==> config.mk <==
export PLATFORM = sky130hd
export DESIGN_NAME = pwm3_dem_decoder
export DESIGN_NICKNAME = d
export VERILOG_FILES = /design/src/rtl/pwm3_pkg.sv /design/src/rtl/pwm3_sync.sv /design/src/rtl/pwm3_holdoff.sv /design/src/rtl/pwm3_lowside.sv /design/src/rtl/pwm3_dem_decoder.sv
export SDC_FILE = /design/constraint.sdc
export NUM_CORES = 1
export LEC_CHECK = 0
export BUFFER_PORTS_ARGS = -buffer_cell sky130_fd_sc_hd__buf_2
export CAP_MARGIN = 15
export CORE_MARGIN = 1.5
export CORE_UTILIZATION = 49
export DETAILED_ROUTE_END_ITERATION = 8
export PLACE_DENSITY = 0.68
export SYNTH_ARGS = -nofsm -noshare
export SYNTH_HDL_FRONTEND = slang
export SYNTH_SLANG_ARGS = --single-unit
==> constraint.sdc <==
create_clock -name clk -period 1.7 [get_ports clk]
set_input_delay 0.425 -clock clk [delete_from_list [all_inputs] [get_ports clk]]
set_output_delay 0.425 -clock clk [all_outputs]
set_load 0.005 [all_outputs]
==> src/rtl/pwm3_pkg.sv <==
package pwm3_pkg;

    // drive command codes seen at the block output
    typedef enum logic [1:0] {
        CMD_OFF  = 2'b00,
        CMD_HIGH = 2'b01,
        CMD_LOW  = 2'b10
    } drv_cmd_e;

    // decoded level of the three-state line
    typedef enum logic [1:0] {
        LVL_MID  = 2'b00,
        LVL_HIGH = 2'b01,
        LVL_LOW  = 2'b10
    } pwm_lvl_e;

    function automatic pwm_lvl_e decode_level(input logic above, input logic below);
        pwm_lvl_e lvl;
        if (above && !below)      lvl = LVL_HIGH;
        else if (below && !above) lvl = LVL_LOW;
        else                      lvl = LVL_MID;   // neither, or the illegal both-set code
        return lvl;
    endfunction

endpackage

==> src/rtl/pwm3_sync.sv <==
module pwm3_sync #(
    parameter int WIDTH  = 2,
    parameter int STAGES = 2
) (
    input  logic             clk,
    input  logic             rst_n,
    input  logic [WIDTH-1:0] async_i,
    output logic [WIDTH-1:0] sync_o
);

    logic [WIDTH-1:0] stage_q [STAGES];

    for (genvar g = 0; g < STAGES; g++) begin : g_stage
        logic [WIDTH-1:0] stage_d;
        if (g == 0) begin : g_first
            assign stage_d = async_i;
        end else begin : g_next
            assign stage_d = stage_q[g-1];
        end
        always_ff @(posedge clk or negedge rst_n) begin
            if (!rst_n) stage_q[g] <= '0;
            else        stage_q[g] <= stage_d;
        end
    end

    assign sync_o = stage_q[STAGES-1];

endmodule

==> src/rtl/pwm3_holdoff.sv <==
module pwm3_holdoff
    import pwm3_pkg::*;
#(
    parameter int HOLDOFF_CYC = 60
) (
    input  logic     clk,
    input  logic     rst_n,
    input  logic     above_i,
    input  logic     below_i,
    output drv_cmd_e cmd_next_o,
    output drv_cmd_e cmd_o,
    output logic     lvl_mid_o
);

    localparam int CW = $clog2(HOLDOFF_CYC + 1);
    localparam logic [CW-1:0] HOLD_CAP  = CW'(HOLDOFF_CYC);
    localparam logic [CW-1:0] HOLD_LAST = CW'(HOLDOFF_CYC - 1);

    typedef struct packed {
        drv_cmd_e        cmd;
        logic [CW-1:0]   mid_cnt;
    } hold_st_t;

    hold_st_t st_d, st_q;
    pwm_lvl_e lvl;

    always_comb begin
        st_d = st_q;
        lvl  = decode_level(above_i, below_i);
        case (lvl)
            LVL_HIGH: begin
                st_d.mid_cnt = '0;
                st_d.cmd     = CMD_HIGH;
            end
            LVL_LOW: begin
                st_d.mid_cnt = '0;
                st_d.cmd     = CMD_LOW;
            end
            default: begin
                if (st_q.mid_cnt != HOLD_CAP) st_d.mid_cnt = st_q.mid_cnt + 1'b1;
                if (st_q.mid_cnt >= HOLD_LAST) st_d.cmd = CMD_OFF;
            end
        endcase
    end

    always_ff @(posedge clk or negedge rst_n) begin
        if (!rst_n) begin
            st_q.cmd     <= CMD_OFF;
            st_q.mid_cnt <= '0;
        end else begin
            st_q <= st_d;
        end
    end

    assign cmd_next_o = st_d.cmd;
    assign cmd_o      = st_q.cmd;
    assign lvl_mid_o  = (lvl == LVL_MID);

endmodule

==> src/rtl/pwm3_lowside.sv <==
module pwm3_lowside
    import pwm3_pkg::*;
#(
    parameter int MIN_ON_CYC = 35
) (
    input  logic     clk,
    input  logic     rst_n,
    input  drv_cmd_e cmd_next_i,
    input  drv_cmd_e cmd_i,
    input  logic     lvl_mid_i,
    input  logic     light_load_i,
    input  logic     zero_cross_i,
    output logic     permit_o
);

    localparam int OW = $clog2(MIN_ON_CYC + 1);
    localparam logic [OW-1:0] MIN_CAP = OW'(MIN_ON_CYC);
    localparam logic [OW-1:0] ONE     = OW'(1);

    typedef struct packed {
        logic          permit;
        logic [OW-1:0] on_cnt;
    } ls_st_t;

    ls_st_t st_d, st_q;
    logic   min_done;
    logic   cut_req;

    always_comb begin
        st_d     = st_q;
        min_done = (st_q.on_cnt >= MIN_CAP);
        cut_req  = zero_cross_i || lvl_mid_i;

        if (cmd_next_i != CMD_LOW) begin
            st_d.permit = 1'b0;
        end else if (!light_load_i) begin
            st_d.permit = 1'b1;                  // continuous conduction
        end else if (cmd_i != CMD_LOW) begin
            st_d.permit = 1'b1;                  // fresh low-side turn-on
        end else if (st_q.permit && min_done && cut_req) begin
            st_d.permit = 1'b0;                  // emulated diode blocks
        end

        if (st_d.permit && !st_q.permit) begin
            st_d.on_cnt = ONE;
        end else if (st_q.permit && (st_q.on_cnt != MIN_CAP)) begin
            st_d.on_cnt = st_q.on_cnt + 1'b1;
        end
    end

    always_ff @(posedge clk or negedge rst_n) begin
        if (!rst_n) begin
            st_q.permit <= 1'b0;
            st_q.on_cnt <= '0;
        end else begin
            st_q <= st_d;
        end
    end

    assign permit_o = st_q.permit;

endmodule

==> src/rtl/pwm3_dem_decoder.sv <==
module pwm3_dem_decoder
    import pwm3_pkg::*;
#(
    parameter int HOLDOFF_CYC = 60,
    parameter int MIN_ON_CYC  = 35,
    parameter int SYNC_STAGES = 2
) (
    input  logic       clk,
    input  logic       rst_n,
    input  logic       pwm_above_i,
    input  logic       pwm_below_i,
    input  logic       light_load_i,
    input  logic       zero_cross_i,
    output logic [1:0] drive_cmd_o,
    output logic       ls_permit_o
);

    logic [1:0] flags_sync;
    drv_cmd_e   cmd_next;
    drv_cmd_e   cmd_cur;
    logic       lvl_mid;

    pwm3_sync #(
        .WIDTH  (2),
        .STAGES (SYNC_STAGES)
    ) u_sync (
        .clk     (clk),
        .rst_n   (rst_n),
        .async_i ({pwm_above_i, pwm_below_i}),
        .sync_o  (flags_sync)
    );

    pwm3_holdoff #(
        .HOLDOFF_CYC (HOLDOFF_CYC)
    ) u_holdoff (
        .clk        (clk),
        .rst_n      (rst_n),
        .above_i    (flags_sync[1]),
        .below_i    (flags_sync[0]),
        .cmd_next_o (cmd_next),
        .cmd_o      (cmd_cur),
        .lvl_mid_o  (lvl_mid)
    );

    pwm3_lowside #(
        .MIN_ON_CYC (MIN_ON_CYC)
    ) u_lowside (
        .clk          (clk),
        .rst_n        (rst_n),
        .cmd_next_i   (cmd_next),
        .cmd_i        (cmd_cur),
        .lvl_mid_i    (lvl_mid),
        .light_load_i (light_load_i),
        .zero_cross_i (zero_cross_i),
        .permit_o     (ls_permit_o)
    );

    assign drive_cmd_o = cmd_cur;

endmodule

# Word-level counts from Yosys, hierarchy flattened
# Cells that the tools add are included.
# classes
reduce_logical	13
n_lt_le_gt_ge	2
muxes	11
eq_ne	6
add_sub_neg	2
# ops
op	count
$mux 6	3
$pmux 8 s2	1
$add 6x1->6 const B	2
$ge 6x6->1 const B	2
$ne 6x6->1 const B	2
$logic_and 1x1->1	6
$mux 2	3
$mux 1	4
$ne 2x2->1 const B	2
$logic_not 1->1	3
$reduce_bool 3->1	1
$eq 2x1->1 const B	1
$eq 2x2->1 const B	1
$logic_not 2->1	1
$reduce_bool 2->1	1
$logic_or 1x1->1	1
# totals
in_bits	6
word_cells	40
out_inout_bits	3
regBits	19

# Depth between registers and ports, before layout
# depth
word_depth	13
ltp_mapped	7
depth_no_buf	6

# Hierarchy
# From an unflattened synthesis, not the netlist that was laid out.
# unflattened
cells_unflattened	93
area_unflattened_um2	957.2
# by_module_without_submodules
module	cells_each	seq_area_each_um2	area_per_inst_um2	n_inst
pwm3_holdoff	48	200.2	470.5	1
pwm3_lowside	41	175.2	386.6	1
pwm3_sync	4	100.1	100.1	1

# Worst setup path before layout
# No wires, ideal clock.
# synth_path
path_type	reg-to-reg
startpoint	reg u_sync.stage_q (netlist bit u_sync.sync_o[0])
endpoint	reg u_lowside.st_q[1] in the netlist's numbering
path_buffers	1
arrival_time_ns	1.428
setup_time_ns	0.132
path_slack_ns	0.140
period_less_slack_ns	1.560
stages_incl_launch_ff	8
required_ns	1.568
cell_sequence	dfrtp_1 > inv_1 > ha_1 > buf_4 > nor3b_2 > o32ai_2 > nor3_4 > o22ai_1
# synth_between
elab_chain_len	12
elab_cells_between_ends	19
cone_classes	eq/ne: 3; mux: 8; reduce/logical: 8
# synth_lines
element	line	rtl
from (decl)	pwm3_sync.sv:11	logic [WIDTH-1:0] stage_q [STAGES];
from (signal, indexed assignment)	pwm3_sync.sv:22	else stage_q[g] <= stage_d;
$logic_and 1x1->1 / $logic_not 1->1 (equally long branches)	pwm3_pkg.sv:20, pwm3_pkg.sv:19	
$mux 2 / $logic_and 1x1->1 (equally long branches)	pwm3_pkg.sv:20, pwm3_pkg.sv:19	
$mux 2 *	pwm3_pkg.sv:19	if (above && !below) lvl = LVL_HIGH;
$logic_not 2->1	pwm3_holdoff.sv:57	assign lvl_mid_o = (lvl == LVL_MID);
$logic_or 1x1->1	pwm3_lowside.sv:32	cut_req = zero_cross_i || lvl_mid_i;
$logic_and 1x1->1	pwm3_lowside.sv:40	end else if (st_q.permit && min_done && cut_req) begin
$mux 1	pwm3_lowside.sv:40	
$mux 1	pwm3_lowside.sv:38	end else if (cmd_i != CMD_LOW) begin
$mux 1	pwm3_lowside.sv:36	end else if (!light_load_i) begin
$mux 1 *	pwm3_lowside.sv:34	if (cmd_next_i != CMD_LOW) begin
$logic_and 1x1->1 *	pwm3_lowside.sv:44	if (st_d.permit && !st_q.permit) begin
$mux 6 / $reduce_bool 2->1 (equally long branches)	--	
to (signal assigned)	pwm3_lowside.sv:56	st_q <= st_d;
to (decl)	pwm3_lowside.sv:25	ls_st_t st_d, st_q;
# Every way passes the cells marked *; elsewhere a longest branch is shown, timed or not.
# A chain may end at the register's enable or synchronous reset.

# Worst setup path in the final report
# layout_path
startpoint	reg u_sync.stage_q (netlist bit u_sync.sync_o[1])
endpoint	reg u_lowside.st_q[2] in the netlist's numbering
# layout_between
elab_chain_len	13
elab_cells_between_ends	19
cone_classes	eq/ne: 3; mux: 8; reduce/logical: 8
# layout_lines
element	line	rtl
$logic_not 1->1	pwm3_pkg.sv:20	else if (below && !above) lvl = LVL_LOW;
$logic_and 1x1->1	pwm3_pkg.sv:20	
$mux 2	pwm3_pkg.sv:20	
$mux 2 *	pwm3_pkg.sv:19	
$logic_not 2->1	pwm3_holdoff.sv:57	
$logic_or 1x1->1	pwm3_lowside.sv:32	
$logic_and 1x1->1	pwm3_lowside.sv:40	
$mux 1	pwm3_lowside.sv:40	
$mux 1	pwm3_lowside.sv:38	
$mux 1	pwm3_lowside.sv:36	
$mux 1 *	pwm3_lowside.sv:34	
$logic_and 1x1->1 *	pwm3_lowside.sv:44	
$mux 6 / $reduce_bool 2->1 (equally long branches)	--	
# Marks and branches as above.

==> impl_metrics.py <==
metrics = {
    "drt": {
        "drt_iter0_markers": 14,
        "wl_met2_um": 674,
        "top_layer": "met4",
        "ant_nets": 0,
        "num_vias": 671,
        "avgRoutedWirePerCell_um": 12.3,
        "finalWirelength_um": 1570,
        "wl_met1_um": 776,
        "wl_met3_um": 104,
        "vias_per_cell": 5.24,
        "drc": 0,
        "dr.pass1.iters": 4,
    },
    "synth": {
        "synth_cell_type_count": 25,
        "synthesis.nets": 103,
        "synth-seq-cells": 19,
        "synth-xor-area-share": 0.0544,
        "synthArstFlopShare": 1.00,
        "synth-compound-area-share": 0.0959,
        "synth-seq-area-share": 0.492,
        "synth_flop_cell": "dfrtp_1",
        "yosys-mux-area-fraction": 0.0415,
        "synthSimpleGateAreaFrac": 0.201,
        "synth_edf_count": 0,
        "synth_top_family_by_area": "simple AND/OR/NAND/NOR gates",
        "synth_cells": 92,
        "synth_area_per_cell_um2": 10.5,
        "yosysWarnings": 0,
        "syn_area_um2": 966,
        "yosys.area_share.adder": 0.0648,
    },
    "run": {
        "drv_cap": 0,
    },
    "grt": {
        "grt_pass1_vias": 616,
        "antenna_found_initial": 0,
        "grt_max_degree": 20,
        "overflow": 0,
        "grt_first_pass_wirelength_um": 2600,
        "grt_usage": 0.172,
    },
    "sta": {
        "relSlewSlack": 0.722,
        "drv_slew": 0,
        "setup_ws_ns": 0.135,
        "rsz0062_at_grt": "no",
        "holdWs_ns": 0.0509,
        "fin_crit_sh": 0.921,
        "period_needed_ns": 1.57,
        "max_slew.worst_pin.slew_ns": 0.417,
        "tns_ns": 0,
        "clock-skew-final_ns": 0.00434,
        "setup_viol": 0,
        "hold_viol_final": 0,
        "fmax_ghz": 0.639,
    },
    "power_and_ir_drop": {
        "pwr_density_cell_nw_per_um2": 963,
        "total_power_mw": 1.03,
        "leakage_nw": 0.504,
        "ir_drop_v": 0.000478,
    },
    "cts": {
        "clock_path_buffers": 2,
        "clock-sinks": 19,
        "cts_buffers": 3,
        "cts_tree": "built",
        "h-tree-depth": 1,
        "cts_root_buffer": "clkbuf_4",
        "clk_pin_slew_worst_paths_ns": 0.10,
        "insertion_delay_ns": 0.29,
    },
    "finish": {
        "areaGrowthSynthToFinish_pct": 10.8,
        "final_nets": 115,
        "fillers": 146,
        "fin_cells": 128,
        "diodes": 0,
        "multi_input_area_um2": 455,
        "layout-drive-gt1-share": 0.184,
        "seq_area_um2": 475,
    },
    "floorplanning": {
        "fp.coreArea_um2": 1780,
        "chipHeight_um": 47.4,
        "io_pins": 9,
        "die_w_um": 47.4,
        "rows": 15,
        "start_util": 0.542,
        "die_area_um2": 2250,
    },
    "place": {
        "dp_hpwl_um": 1220,
        "place.gp.congestion": 0.786,
        "pre_cts_slack_ns": 0.0893,
        "numPortBuffers": 8,
        "place_inst": 124,
    },
    "worst_setup_path": {
        "end_kind": "register",
        "max_stage_delay_ns": 0.40,
        "critPathTopFamily": "simple AND/OR/NAND/NOR gates",
        "required_ns": 1.87,
        "cp_cell_sequence": "ha_2 > and3b_1 > o32ai_4 > nor3_4 > o22ai_1",
        "critPathLaunchType": "register",
        "critPathBufInv": 0,
        "path_class": "reg -> reg",
        "crit_path_top_delay_cell": "ha_2",
        "cp_max_fo": 6,
        "worst_r2r_path_depth": 5,
        "cp.arrival_ns": 1.74,
        "cp.depth": 5,
    },
    "worst_hold_path": {
        "min_path_type": "in -> async",
    },
    "status": {
        "status": "finished clean",
    },
}
==> sequential cells by signal, summed over array words and instances, names as in the netlist <==
register and cells:
u_holdoff.cmd_o 2, u_sync.sync_o 2, u_lowside.permit_o 1, u_sync.g_stage.stage_d 2
u_holdoff.st_q 6, u_lowside.st_q 6
==> Yosys cell counts, drive strengths merged (3+ instances only) <==
cell type   n  area [um^2]
xor2        3         26.3
inv         7         26.3
ha          5         62.6
a21oi       3         15.0
o21ai       6         41.3
buf         3         22.5
nor2        9         33.8
dfrtp      19          475
nand3       3         15.0
nor3        3         26.3
xnor2       3         26.3
mux2i       4         40.0
nand2      10         37.5
==> per-stage QoR <==
step                area (um^2)   util
floorplan                   966      -
global placement           1030  0.578
detailed placement         1030  0.578
CTS                        1060  0.592
global route               1070  0.600
finish                     1070  0.600
==> routing by layer <==
layer | vias to the layer above | GRT usage
li1 | 336 | -
met1 | 312 | 0.237
met2 | 21 | 0.241
met3 | 2 | 0.0423
met4 | 0 | 0.106
met5 | - | 0
==> path summary, 6_finish.rpt <==
| check | to | slack [ns] | start |
|---|---|---|---|
| min | u_holdoff.st_q[3] | 0.05 | rst_n |
| max in group asynchronous | u_lowside.st_q[3] | 1.36 | rst_n |
| min reg2reg | u_sync.sync_o[1] | 0.36 | u_sync.g_stage[1].stage_d[1] |
| min in group clk | u_sync.g_stage[1].stage_d[0] | 0.23 | pwm_below_i |
| max reg2reg | u_lowside.st_q[2] | 0.13 | u_sync.sync_o[1] |
| max | u_lowside.st_q[2] | 0.13 | u_sync.sync_o[1] |
==> power by group <==
part / internal, mW / switching (mW)
Clock: 0.0912 / 0.129
Combinational: 0.110 / 0.124
Sequential: 0.512 / 0.0641
==> kinds of logic (layout without fill, tap and decap cells) <==
group	Yosys count	in the layout
AO/OA/AOI/OAI	13	13
XOR/XNOR	6	6
adder cells (fa/ha/maj)	5	5
buffers and inverters	10	21
flip-flops	19	19
multiplexers	4	4
AND/OR/NAND/NOR	35	35
==> cells in the final DEF, fill, tap and decap left out, types with 3 or more instances in the layout <==
master    instances
inv_1             7
xnor2_1           3
dfrtp_1          19
nand2_1          10
buf_2             8
xor2_1            3
o21ai_0           5
a21oi_1           3
clkbuf_4          3
nor2_1            9
mux2i_1           4
nand3_1           3
ha_1              4
==> final cells by class <==
| class | instances | area share |
|---|---|---|
| Sequential cell | 19 | 0.444 |
| Multi-Input combinational cell | 63 | 0.426 |
| Timing Repair Buffer | 10 | 0.0515 |
| Tap cell | 25 | 0.0292 |
| Clock buffer | 4 | 0.0246 |
| Inverter | 7 | 0.0246 |
==> timing repair <==
item	4_1_cts	5_1_grt
gates resized for setup	0	2
endpoints found under the setup margin	0	6
buffers inserted	0	0
hold buffers	0	0
No activity file was read; power rests on OpenSTA's default activity.
